==> config.mk <==
export PLATFORM = sky130hd
export DESIGN_NAME = dac_zero_detect
export DESIGN_NICKNAME = d
export VERILOG_FILES = /design/src/rtl/dac_zd_pkg.sv /design/src/rtl/dac_zd_frame_qual.sv /design/src/rtl/dac_zd_run_counter.sv /design/src/rtl/dac_zero_detect.sv
export SDC_FILE = /design/constraint.sdc
export NUM_CORES = 1
export LEC_CHECK = 0
export CORE_MARGIN = 2
export CORE_UTILIZATION = 55
export DETAILED_ROUTE_END_ITERATION = 10
export DONT_BUFFER_PORTS = 1
export PLACE_DENSITY = 0.79
export REMOVE_ABC_BUFFERS = 1
export SLEW_MARGIN = 20
export SYNTH_ARGS = -nofsm -noshare
export SYNTH_HDL_FRONTEND = slang
export SYNTH_SLANG_ARGS = --single-unit
==> constraint.sdc <==
create_clock -name clk_i -period 1.91 [get_ports clk_i]
set_input_delay 0.0955 -clock clk_i [delete_from_list [all_inputs] [get_ports clk_i]]
set_output_delay 0.0955 -clock clk_i [all_outputs]
set_load 0.1 [all_outputs]
==> src/rtl/dac_zd_pkg.sv <==
package dac_zd_pkg;
  typedef enum logic [1:0] {
    FRAME_NONE = 2'd0,
    FRAME_ZERO = 2'd1,
    FRAME_DATA = 2'd2
  } frame_kind_e;
endpackage

==> src/rtl/dac_zd_frame_qual.sv <==
module dac_zd_frame_qual
  import dac_zd_pkg::*;
#(
  parameter int unsigned DATA_W = 16,
  parameter int unsigned NUM_CH = 2
) (
  input  logic                          frame_i,
  input  logic [NUM_CH-1:0][DATA_W-1:0] sample_i,
  output frame_kind_e                   kind_o
);
  logic [NUM_CH-1:0] ch_zero;

  for (genvar c = 0; c < NUM_CH; c++) begin : g_ch
    assign ch_zero[c] = (sample_i[c] == '0);
  end

  always_comb begin
    if (!frame_i)      kind_o = FRAME_NONE;
    else if (&ch_zero) kind_o = FRAME_ZERO;
    else               kind_o = FRAME_DATA;
  end
endmodule

==> src/rtl/dac_zd_run_counter.sv <==
module dac_zd_run_counter
  import dac_zd_pkg::*;
#(
  parameter int unsigned LIMIT = 8192,
  localparam int unsigned CNT_W = $clog2(LIMIT + 1)
) (
  input  logic             clk_i,
  input  logic             rst_ni,
  input  logic             clr_i,
  input  frame_kind_e      kind_i,
  output logic [CNT_W-1:0] cnt_o,
  output logic             near_o
);
  localparam logic [CNT_W-1:0] LimV = CNT_W'(LIMIT);

  logic [CNT_W-1:0] cnt_q;

  always_ff @(posedge clk_i or negedge rst_ni) begin
    if (!rst_ni) begin
      cnt_q <= '0;
    end else if (clr_i) begin
      cnt_q <= '0;
    end else begin
      unique case (kind_i)
        FRAME_ZERO: if (cnt_q != LimV) cnt_q <= cnt_q + 1'b1;
        FRAME_DATA: cnt_q <= '0;
        default:    ;
      endcase
    end
  end

  assign cnt_o  = cnt_q;
  // next zero frame completes (or extends) a full run
  assign near_o = (cnt_q >= LimV - 1'b1);

  assert_cnt_bound_R5: assert property (@(posedge clk_i) disable iff (!rst_ni)
    cnt_q <= LimV);

  assert_data_restart_R3: assert property (@(posedge clk_i) disable iff (!rst_ni)
    (kind_i == FRAME_DATA) |=> (cnt_q == '0));
endmodule

==> src/rtl/dac_zero_detect.sv <==
module dac_zero_detect
  import dac_zd_pkg::*;
#(
  parameter int unsigned DATA_W      = 16,
  parameter int unsigned ZERO_FRAMES = 8192,
  localparam int unsigned CNT_W      = $clog2(ZERO_FRAMES + 1)
) (
  input  logic              clk_i,
  input  logic              rst_ni,
  input  logic              frame_i,
  input  logic [DATA_W-1:0] left_i,
  input  logic [DATA_W-1:0] right_i,
  input  logic              dac_pd_i,
  output logic              zero_flag_o
);
  localparam logic [CNT_W-1:0] LimV = CNT_W'(ZERO_FRAMES);

  frame_kind_e              kind;
  logic [1:0][DATA_W-1:0]   samples;
  logic [CNT_W-1:0]         run_cnt;
  logic                     run_near;
  logic                     flag_q;

  assign samples = {right_i, left_i};

  dac_zd_frame_qual #(.DATA_W(DATA_W), .NUM_CH(2)) u_qual (
    .frame_i  (frame_i),
    .sample_i (samples),
    .kind_o   (kind)
  );

  dac_zd_run_counter #(.LIMIT(ZERO_FRAMES)) u_cnt (
    .clk_i  (clk_i),
    .rst_ni (rst_ni),
    .clr_i  (dac_pd_i),
    .kind_i (kind),
    .cnt_o  (run_cnt),
    .near_o (run_near)
  );

  always_ff @(posedge clk_i or negedge rst_ni) begin
    if (!rst_ni) begin
      flag_q <= 1'b0;
    end else if (dac_pd_i) begin
      flag_q <= 1'b0;
    end else begin
      unique case (kind)
        FRAME_ZERO: if (run_near) flag_q <= 1'b1;
        FRAME_DATA: flag_q <= 1'b0;
        default:    ;
      endcase
    end
  end

  // power-down gates the output without waiting for an edge
  assign zero_flag_o = flag_q & ~dac_pd_i;

  assert_flag_implies_sat_R5: assert property (@(posedge clk_i) disable iff (!rst_ni)
    flag_q |-> (run_cnt == LimV));

  assert_rise_at_limit_R2: assert property (@(posedge clk_i) disable iff (!rst_ni)
    $rose(flag_q) |-> (run_cnt == LimV));

  assert_nonzero_drop_R4: assert property (@(posedge clk_i) disable iff (!rst_ni)
    (frame_i && !dac_pd_i && ((left_i != '0) || (right_i != '0))) |=> !flag_q);

  assert_pd_clear_R6: assert property (@(posedge clk_i) disable iff (!rst_ni)
    dac_pd_i |=> (run_cnt == '0) && !flag_q);

  assert_idle_hold_R7: assert property (@(posedge clk_i) disable iff (!rst_ni)
    (!frame_i && !dac_pd_i) |=> $stable(run_cnt) && $stable(flag_q));
endmodule

Yosys cells after proc, flatten, opt, wreduce, memory -nomap -nowiden. Cells that the tools add are included. W data, S select, Z words.

Output and inout bits: 1. Word-level logic and storage cells: 25. Bits of input ports: 36. Bits in registers: 15.

Bitwise operators: 2. Multiplexer cells: 8. Eq/ne operators: 5. Order comparisons: 1. Reductions and logical operators: 6. Add/subtract/negate cells: 1.

Operators by type and width (number): $logic_not A16 Y1 (2); $mux W14 (2); $pmux W14 S2 (1); $add A14 B1 Y14 const B (1); $ge A14 B13 Y1 const B (1); $ne A14 B14 Y1 const B (1); $reduce_and A2 Y1 (3); $mux W2 (2); $ne A3 B2 Y1 const B (1); $ne A3 B3 Y1 const B (1); $reduce_bool A3 Y1 (1); $eq A2 B1 Y1 const B (1); $eq A2 B2 Y1 const B (1); $mux W1 (2); $pmux W1 S2 (1); $and A1 B1 Y1 (1); $not A1 Y1 (1).

Logic depth before layout (Yosys ltp). Gate-level depths: netlist of the first run.

Depth in word-level cells: 7. Depth in mapped cells: 8. Depth with buffers taken out: 7.

Cells and area by module. A second synthesis of the first run with hierarchy kept.

Cells, all modules: 107. Area, all modules: 983.4 sq um.

Modules (own cells, without submodules): dac_zd_run_counter (area an instance 845.8 sq um, seq. area each 350.3 sq um, times used 1, cells an instance 89); dac_zd_frame_qual (area an instance 78.8 sq um, seq. area each 0.0 sq um, times used 1, cells an instance 13); dac_zero_detect (area an instance 58.8 sq um, seq. area each 25.0 sq um, times used 1, cells an instance 5).

Worst setup path before layout of the first run. OpenSTA, ideal clock, no wires.

Path kind: register -> register. Start point: register u_cnt.cnt_q[0], in the netlist u_cnt.cnt_o[0]. End point: register u_cnt.cnt_q[10], in the netlist u_cnt.cnt_o[10]. Buffers on the path: 1. Period minus slack after synthesis: 1.818 ns. Arrival time: 1.692 ns. Library setup time: 0.126 ns. Cell stages (with the launch flop): 9. Required time: 1.784 ns. Setup slack: 0.092 ns. Cell sequence: dfrtp_1 > inv_1 > ha_1 > nor4b_1 > nand4_1 > nor4b_2 > buf_2 > and3_1 > a221o_1.

Longest elaborated chain between the ends: 4. Elaborated cells on any way between the ends: 7. Those cells by class: add/sub: 1; eq/ne: 2; mux: 3; reduce/logical: 1.

RTL lines: start, declared (line dac_zd_run_counter.sv:16) `logic [CNT_W-1:0] cnt_q;`; start signal, assigned (line dac_zd_run_counter.sv:25) `FRAME_ZERO: if (cnt_q != LimV) cnt_q <= cnt_q + 1'b1;`; $add A14 B1 Y14 (line dac_zd_run_counter.sv:25); $mux W14 (line dac_zd_run_counter.sv:25); $pmux W14 S2 (line dac_zd_run_counter.sv:24) `unique case (kind_i)`; $mux W14 (line dac_zd_run_counter.sv:21) `end else if (clr_i) begin`.

Parallel ways exist; a longest one is shown, timed or not. The select of a mux whose other input is x is not followed. A chain may end at the register's enable or synchronous reset.

Worst setup path in the final report of the first run.
Start point: register u_cnt.cnt_q[0], in the netlist u_cnt.cnt_o[0]. End point: register u_cnt.cnt_q[6], in the netlist u_cnt.cnt_o[6].

Same word-level chain as after synthesis.

==> out/metrics.yaml, run 1 <==
floorplanning:
  start_util_pct: 57.4
  core_area_sq_mm: 0.00171
  die-width_um: 46.2
  die_area_sq_mm: 0.00214
  io-pin-count: 37
  fp.dieH_um: 46.2
  rows: 15
placed_design:
  globalplace.congestion: 0.878
  dp.cells: 156
  postPlaceCellArea_sq_mm: 0.00113
  port_buffers: 0
  dp_hpwl_um: 1960
sta:
  slew_headroom_pct: 51.9
  hold_violations: 0
  rsz0062_at_grt: "yes"
  drv_slew: 0
  holdWs_ns: 0.0434
  fmax_mhz: 552
  tns_ns: 0
  worst_pin_slew_ns: 0.719
  clock_skew_ns: 0.00580
  setup_viol: 0
  finalCriticalPeriod_ns: 1.81
  fin_crit_sh_pct: 94.9
power_and_ir_drop:
  ir_worst_vdd_uv: 480
  static-leakage-power_uw: 0.000540
  powerDensity_mw_per_mm2: 435
  p_sw_share_pct: 25.6
  power_switching_uw: 141
  combPwrFrac_pct: 6.0
  clockPowerShare_pct: 36.2
  internal-power_uw: 408
  power_frac_seq_pct: 57.9
cells_and_area:
  postLayoutCellArea_sq_mm: 0.00126
  num-nets-final: 180
  diodes: 0
  drive_above_1_share_pct: 26.2
  fin_util_pct: 73.8
  fin_cells: 166
  area_delta_synth_final_pct: 28.6
global_routing:
  grt.total_usage_pct: 27.2
  met3_usage_pct: 2.75
  grt_pass1_vias: 1001
  top_usage_layer: "met2"
  grt_max_degree: 16
  grt_pass1_wl_um: 4110
  met1_usage_pct: 31.3
  antenna_found_initial: 0
  met2_usage_pct: 49.4
  grt_overflow: 0
clock_tree:
  cts_made_buffers: 3
  cts.clk_slew.worst_paths_ns: 0.10
  cts.path.max_buffers: 2
  cts_tree: "done"
  insertion_delay_ns: 0.30
  root_buffer: "clkbuf_4"
  htreeDepth: 1
  clock-sinks: 15
worst_setup_path:
  cp.arrival_ns: 2.01
  crit_family: "simple AND/OR/NAND/NOR gates"
  crit_buf_inv: 1
  cp_max_fo: 5
  crit_slowest_cell: "dfrtp_1"
  crit_type: "reg -> reg"
  startpoint_type: "register"
  cp.required_ns: 2.11
  crit_chain: "buf_4 -> ha_1 -> nand3_1 -> or2_2 -> and3_1 -> a221o_1"
  cp-end-kind: "register"
  worst_path_largest_cell_delay_ns: 0.38
logic_synthesis:
  syn_area_sq_um: 981
  yosysSeqAreaShare_pct: 38.3
  netlist_top_cells_area: "dfrtp_1 38%, nand2_1 6.5%, nor4_1 6.4%, nand3_1 5.6%, a221o_1 4.1%"
  synth.distinct_cells: 32
  postSynth.asyncResetShare_pct: 100
  netlist_instances: 117
  yosysTopAreaCell: "dfrtp_1"
  ys_seq_elements: 15
  syn_area_per_cell_sq_um: 8.38
  synthDominantCellAreaShare_pct: 38.3
  synth_edf_count: 0
  yosysWarningCount: 0
  synthFlopType: "dfrtp_1"
detailed_routing:
  vias: 1062
  drt_wl_total_um: 2710
  drc: 0
  drt_iter0_drc: 35
  wl_per_cell_um: 16.3
  drt-pass1-iter-count: 4
  ant_nets: 0
  viasPerCell: 6.40
job:
  cap_violations: 0
hold_path:
  worstHoldPathType: "in -> reg"
status:
  status: "completed"
==> per-stage QoR <==
stage | worst slack, ns | total power (uW)
6_report | 0.0971 | 549
5_1_grt | -0.0142 | 568
3_5_place_dp | 0.0499 | 343
2_1_floorplan | -0.175 | 338
3_3_place_gp | 0.109 | 342
4_1_cts | 0.0346 | 546
==> power by group through the flow <==
| stage | sequential (uW) | clock, uW | combinational [uW] |
|---|---|---|---|
| finish | 317 | 198 | 32.8 |
| global route | 317 | 214 | 36.1 |
| CTS | 317 | 197 | 31.4 |
| detailed placement | 324 | 0 | 19.0 |
| global placement | 324 | 0 | 18.4 |
| floorplan | 324 | 0 | 13.9 |
==> cell type report <==
class / count / area (sq um)
fill: 115 / 447
multi-input combinational: 96 / 638
tap: 25 / 31.3
clock buffer: 3 / 22.5
sequential: 15 / 375
timing repair buffer: 22 / 174
inverter: 4 / 15.0
clock inverter: 1 / 5.00
==> synthesized netlist by cell type, types with 2 or more instances <==
library cell   n
nand2_1       17
nand4_1        4
ha_1           2
and3_1         4
dfrtp_1       15
or4_1          2
nor4b_1        2
nor3_1         3
o21ai_0        3
a21oi_1        4
a221o_1        4
nor2_1        10
or2_2          3
nor2b_1        3
nand3_1       11
inv_1          4
nor4_1        10
a31oi_1        2
==> placed cells by master, fill, tap and decap left out, types with 2 or more instances in the layout <==
cell and n:
dfrtp_1 15, a31oi_1 2, nor4b_4 2, dlygate4sd3_1 3, buf_4 17, nand2_1 17, nor3_1 2, or4_1 2
o21ai_0 3, a21oi_1 4, nor2b_1 2, a221o_1 4, or2_2 3, nand3_1 11, inv_2 2, nand4_1 4
and3_1 4, nor4_2 2, nor4_1 8, inv_1 2, nor2_1 10, clkbuf_4 3
==> flip-flops by register name (all words and copies together) (netlist names) <==
register / flops
u_cnt.cnt_o: 14
flag_q: 1
==> worst paths after layout <==
path	slack (ns)	from	end	cells past startpoint
min reg2reg	0.58	flag_q	flag_q	1
max in group asynchronous	1.18	rst_ni	u_cnt.cnt_o[0]	1
min	0.04	dac_pd_i	u_cnt.cnt_o[11]	3
max	0.1	u_cnt.cnt_o[0]	u_cnt.cnt_o[6]	6
min in group asynchronous	0.28	rst_ni	u_cnt.cnt_o[4]	1
max reg2reg	0.1	u_cnt.cnt_o[0]	u_cnt.cnt_o[6]	6
==> metal layers <==
metal	share of wire (%)	vias up
li1	-	496
met2	51	75
met1	39	484
met3	7.4	7
met4	2.5	0
met5	0	-
==> tightest hold or removal path, stage by stage <==
cell,delay (ns)
inv_1,0.09
nand2_1,0.09
o21ai_1,0.05
==> logic make-up after synthesis <==
group                      Yosys count  synth area share [%]
AOI/OAI and AO/OA                   19                  15.1
adders and majority gates            2                  2.55
buffers and inverters                6                  2.42
DFF                                 15                  38.3
and+or+nand+nor                     75                  41.7
==> repair_timing <==
item,CTS,global route
setup buffers,0,2
hold endpoints to repair,19,0
endpoints found under the setup margin,0,6
hold buffers,3,0
gates resized for setup,0,11
Power figures use the tool's default switching activity.
==> run 2: changes to the inputs <==
==> constraint.sdc (replaced) <==
create_clock -name clk_i -period 1.91 [get_ports clk_i]
set_input_delay 0.2865 -clock clk_i [delete_from_list [all_inputs] [get_ports clk_i]]
set_output_delay 0.2865 -clock clk_i [all_outputs]
set_load 0.1 [all_outputs]
==> run 2 against run 1 <==
Net effect:
- sequential power is essentially flat
- first-iteration DRC count increased by 17%
- count of clock-buffer cells in the layout up 1
- non-clock buffer count down 5
- critical path depth unchanged
- largest power group unchanged
==> out/metrics.yaml, run 2 (synthesis results as in run 1) <==
worst_setup_path:
  cp_max_fo: 11
  crit_slowest_cell: "dfrtp_1"
  r2r_cells: 6
  cp.required_ns: 2.09
  cp.arrival_ns: 2.06
  crit_chain: "nor4b_1 -> nand4_1 -> nor4b_4 -> buf_6 -> and3_1 -> a221o_1"
  reg2reg_slack_ns: 0.03
  cp-end-kind: "register"
  worst_path_largest_cell_delay_ns: 0.44
  startpoint_type: "register"
  crit_type: "reg -> reg"
power_and_ir_drop:
  ir_worst_vdd_uv: 345
  powerDensity_mw_per_mm2: 448
  static-leakage-power_uw: 0.000509
  power.total_uw: 534
hold_path:
  hold_path_depth: 1
  worstHoldPathType: "in -> reg"
detailed_routing:
  vias: 1034
  drt-pass1-iter-count: 4
  viasPerCell: 6.42
  drt_wl_total_um: 2620
  drt_iter0_drc: 41
  drc: 0
  ant_nets: 0
  wl_per_cell_um: 16.3
placed_design:
  globalplace.congestion: 0.878
  port_buffers: 0
  dp_hpwl_um: 2010
  dp.cells: 156
clock_tree:
  cts.path.max_buffers: 2
  cts.clk_slew.worst_paths_ns: 0.09
  cts_tree: "done"
  root_buffer: "clkbuf_4"
  cts_made_buffers: 3
  cts_setup_buffers: 0
  clock-sinks: 15
  htreeDepth: 1
  insertion_delay_ns: 0.29
sta:
  fmax_mhz: 531
  fin_crit_sh_pct: 98.5
  clock_skew_ns: 0.00285
  finalCriticalPeriod_ns: 1.88
  worst_pin_slew_ns: 0.720
  setup_viol: 0
  drv_slew: 0
  rsz0062_at_grt: "yes"
  hold_violations: 0
  slew_headroom_pct: 51.8
  tns_ns: 0
cells_and_area:
  num-nets-final: 175
  drive_above_1_share_pct: 21.3
  fin_cells: 161
  final.fill_count: 130
  largest_reg_flops: 14
  area_delta_synth_final_pct: 21.6
  fin_util_pct: 69.8
  diodes: 0
  final_common_cell: "nand2_1"
  layout.cells.most_common_list: "17 x nand2_1, 15 x dfrtp_1, 15 x buf_4, 11 x nand3_1"
global_routing:
  antenna_found_initial: 0
  grt_pass1_vias: 948
  grt_overflow: 0
  grt_pass1_wl_um: 4020
  grt.total_usage_pct: 26.8
  grt_max_degree: 16
job:
  cap_violations: 0
floorplanning:
  fp.dieH_um: 46.2
  io-pin-count: 37
  start_util_pct: 57.4
  rows: 15
  die-width_um: 46.2
  die_area_sq_mm: 0.00214
  core_area_sq_mm: 0.00171
status:
  status: "completed"
run 2: final timing paths:
path	from	to
min in group asynchronous	rst_ni	flag_q
max in group asynchronous	rst_ni	u_cnt.cnt_o[2]
worst max register to register	u_cnt.cnt_o[2]	u_cnt.cnt_o[10]
worst max-delay path	u_cnt.cnt_o[2]	u_cnt.cnt_o[10]
worst min register to register	u_cnt.cnt_o[0]	u_cnt.cnt_o[0]
worst min-delay path	dac_pd_i	u_cnt.cnt_o[4]
run 2: repair_timing:
item	in CTS	in global routing
gates resized for setup	0	6
setup endpoints to repair	0	9
hold buffers	1	0
endpoints found under the hold margin	15	0
run 2: critical path, delay by kind of cell (launching register included):
family | cells | cell delay (ns)
simple gates | 4 | 0.93
buf+inv | 1 | 0.14
flops | 1 | 0.44
compound gates | 1 | 0.25
run 2: final cells by class:
| class | instances | area (sq um) | share of cell area [%] |
|---|---|---|---|
| inverter | 4 | 15.0 | 1.26 |
| clock buffer | 4 | 26.3 | 2.20 |
| timing repair buffer | 17 | 134 | 11.2 |
| tap | 25 | 31.3 | 2.62 |
| sequential | 15 | 375 | 31.5 |
| multi-input combinational | 96 | 611 | 51.2 |
run 2: power by group:
| group | internal, uW | switching (uW) | total (uW) |
|---|---|---|---|
| combinational | 9.59 | 19.0 | 28.6 |
| sequential | 317 | 0.00000000359 | 317 |
| clock | 81.2 | 107 | 188 |
run 2: per-layer routing:
| layer | share of wire (%) | track usage, % | routed length, um |
|---|---|---|---|
| met5 | 0 | 0 | 0 |
| met2 | 51 | 49.2 | 1340 |
| met1 | 41 | 30.9 | 1090 |
| met3 | 5.5 | 3.53 | 145 |
| met4 | 1.8 | 10.3 | 46 |
run 2: metrics by stage:
step | hold slack (ns) | worst slack (ns) | area [sq um]
after floorplan | -0.00909 | -0.211 | 972
after global placement | -0.00879 | 0.0638 | 1130
after detailed placement | -0.00879 | -0.0225 | 1130
after CTS | 0.0454 | 0.00989 | 1160
after global routing | 0.0298 | -0.0466 | 1190
final | 0.0454 | 0.0281 | 1190
==> run 3: changes to the inputs <==
--- a/config.mk
+++ b/config.mk
@@ -9,8 +9,9 @@
 export CORE_UTILIZATION = 55
 export DETAILED_ROUTE_END_ITERATION = 10
 export DONT_BUFFER_PORTS = 1
-export PLACE_DENSITY = 0.79
+export PLACE_DENSITY = 0.76
 export REMOVE_ABC_BUFFERS = 1
+export SKIP_LAST_GASP = 1
 export SLEW_MARGIN = 20
 export SYNTH_ARGS = -nofsm -noshare
 export SYNTH_HDL_FRONTEND = slang
==> run 3 against run 2 <==
Net effect:
- flip-flop and latch count is the same
- global-route usage shrank 1.8 points
- critical endpoint is now u_cnt.cnt_o[9]
- utilization rose by 0.51 points
- first-iteration DRC count up 20%
- sequential power about the same
- critical path depth rose by 2
- clock skew down 0.0016 ns
- die area stayed put
- combinational power shrank 6%
- routed wire length shrank 7.6%
- count of clock-buffer cells in the layout is the same
- largest power group unchanged
- sequential share of layout area fell by 0.23 points
==> out/metrics.yaml, run 3 (synthesis results as in run 1) <==
sta:
  fin_crit_sh_pct: 97.4
  rsz0062_at_grt: "no"
  layout_setup_ws_ns: 0.0506
  finalCriticalPeriod_ns: 1.86
  slew_headroom_pct: 54.9
  setup_viol: 0
  holdWs_ns: 0.0515
  fmax_mhz: 538
  hold_violations: 0
  clock_skew_ns: 0.00130
  drv_slew: 0
  worst_pin_slew_ns: 0.674
detailed_routing:
  wl_per_cell_um: 14.8
  vias: 1011
  viasPerCell: 6.16
  drc: 0
  drt_iter0_drc: 49
  drt_wl_total_um: 2420
  ant_nets: 0
  drt-pass1-iter-count: 4
clock_tree:
  cts.clk_slew.worst_paths_ns: 0.09
  clock-sinks: 15
  cts_made_buffers: 3
  cts_tree: "done"
  cts.path.max_buffers: 2
  root_buffer: "clkbuf_4"
  htreeDepth: 1
  insertion_delay_ns: 0.28
placed_design:
  pre_cts_ws_ns: -0.0201
  globalplace.congestion: 0.844
  dp_hpwl_um: 1850
  postPlaceCellArea_sq_mm: 0.00113
  port_buffers: 0
power_and_ir_drop:
  powerDensity_mw_per_mm2: 440
  power.total_uw: 528
  static-leakage-power_uw: 0.000515
  ir_worst_vdd_uv: 281
global_routing:
  grt_pass1_wl_um: 3820
  grt_max_degree: 16
  met2_usage_pct: 42.2
  grt.total_usage_pct: 25.0
  top_usage_layer: "met2"
  grt_overflow: 0
  grt_pass1_vias: 913
  met3_usage_pct: 3.53
  antenna_found_initial: 0
  met1_usage_pct: 33.0
floorplanning:
  rows: 15
  fp.dieH_um: 46.2
  start_util_pct: 57.4
  die-width_um: 46.2
  die_area_sq_mm: 0.00214
  core_area_sq_mm: 0.00171
  io-pin-count: 37
cells_and_area:
  layout.cells.most_common_list: "17 x nand2_1, 17 x buf_4, 15 x dfrtp_1, 11 x nand3_1"
  num-nets-final: 178
  largest_reg_flops: 14
  area_delta_synth_final_pct: 22.4
  diodes: 0
  fin_util_pct: 70.3
  postLayoutCellArea_sq_mm: 0.00120
  drive_above_1_share_pct: 21.6
job:
  cap_violations: 0
worst_setup_path:
  cp.arrival_ns: 2.09
  cp-end-kind: "register"
  startpoint_type: "register"
  cp.required_ns: 2.14
  crit_type: "reg -> reg"
  cp_max_fo: 6
hold_path:
  worstHoldPathType: "in -> reg"
status:
  status: "completed"
## run 3: cell types whose count changed in the layout (fill, tap and decap cells not counted), sizes merged
| cell | before | now |
|---|---|---|
| buf | 16 | 19 |
## run 3: path summary, 6_finish.rpt
check / from / to / slack (ns) / depth (start not counted)
setup reg to reg: u_cnt.cnt_o[0] / u_cnt.cnt_o[9] / 0.05 / 8
min in group asynchronous: rst_ni / u_cnt.cnt_o[5] / 0.47 / 1
hold / removal: dac_pd_i / u_cnt.cnt_o[12] / 0.05 / 1
setup / recovery: u_cnt.cnt_o[0] / u_cnt.cnt_o[9] / 0.05 / 8
max in group asynchronous: rst_ni / u_cnt.cnt_o[2] / 1.01 / 1
hold reg to reg: u_cnt.cnt_o[0] / u_cnt.cnt_o[0] / 0.55 / 3
## run 3: layer usage
layer / vias to the layer above / wire length [um]
li1: 492 / -
met1: 491 / 1120
met2: 23 / 1200
met3: 5 / 68
met4: 0 / 33
met5: - / 0
## run 3: final cells by class
type,instances,area [sq um]
multi-input combinational,96,599
fill,138,507
sequential,15,375
timing repair buffer,20,154
tap,25,31.3
clock buffer,4,26.3
inverter,4,15.0
## run 3: power by group
part           internal, uW  switching, uW  leakage, uW
clock network          81.1            103    0.0000150
registers               317  0.00000000275     0.000210
logic                  8.90           18.0     0.000290
total                   407            121     0.000515
## run 3: timing repair
item,4_1_cts,5_1_grt
cloned,0,1
pin swaps,0,1
endpoints found under the setup margin,5,5
hold buffers,1,0
gates resized for setup,2,1
setup buffers,0,2
hold endpoints to repair,15,0
## run 3: critical path, stage by stage, from the launching register on
cell and delay, ns:
dfrtp_1 0.36, inv_1 0.06, ha_1 0.20, nor4b_2 0.15, nand4_1 0.11, nor4b_4 0.32
buf_6 0.17, or3b_1 0.35, nand3_1 0.09
## run 3: metrics by stage
stage | TNS (ns) | instances
floorplan | -0.392 | 115
global placement | 0 | 156
detailed placement | -0.0445 | 156
CTS | 0 | 161
global route | 0 | 164
finish | 0 | 164
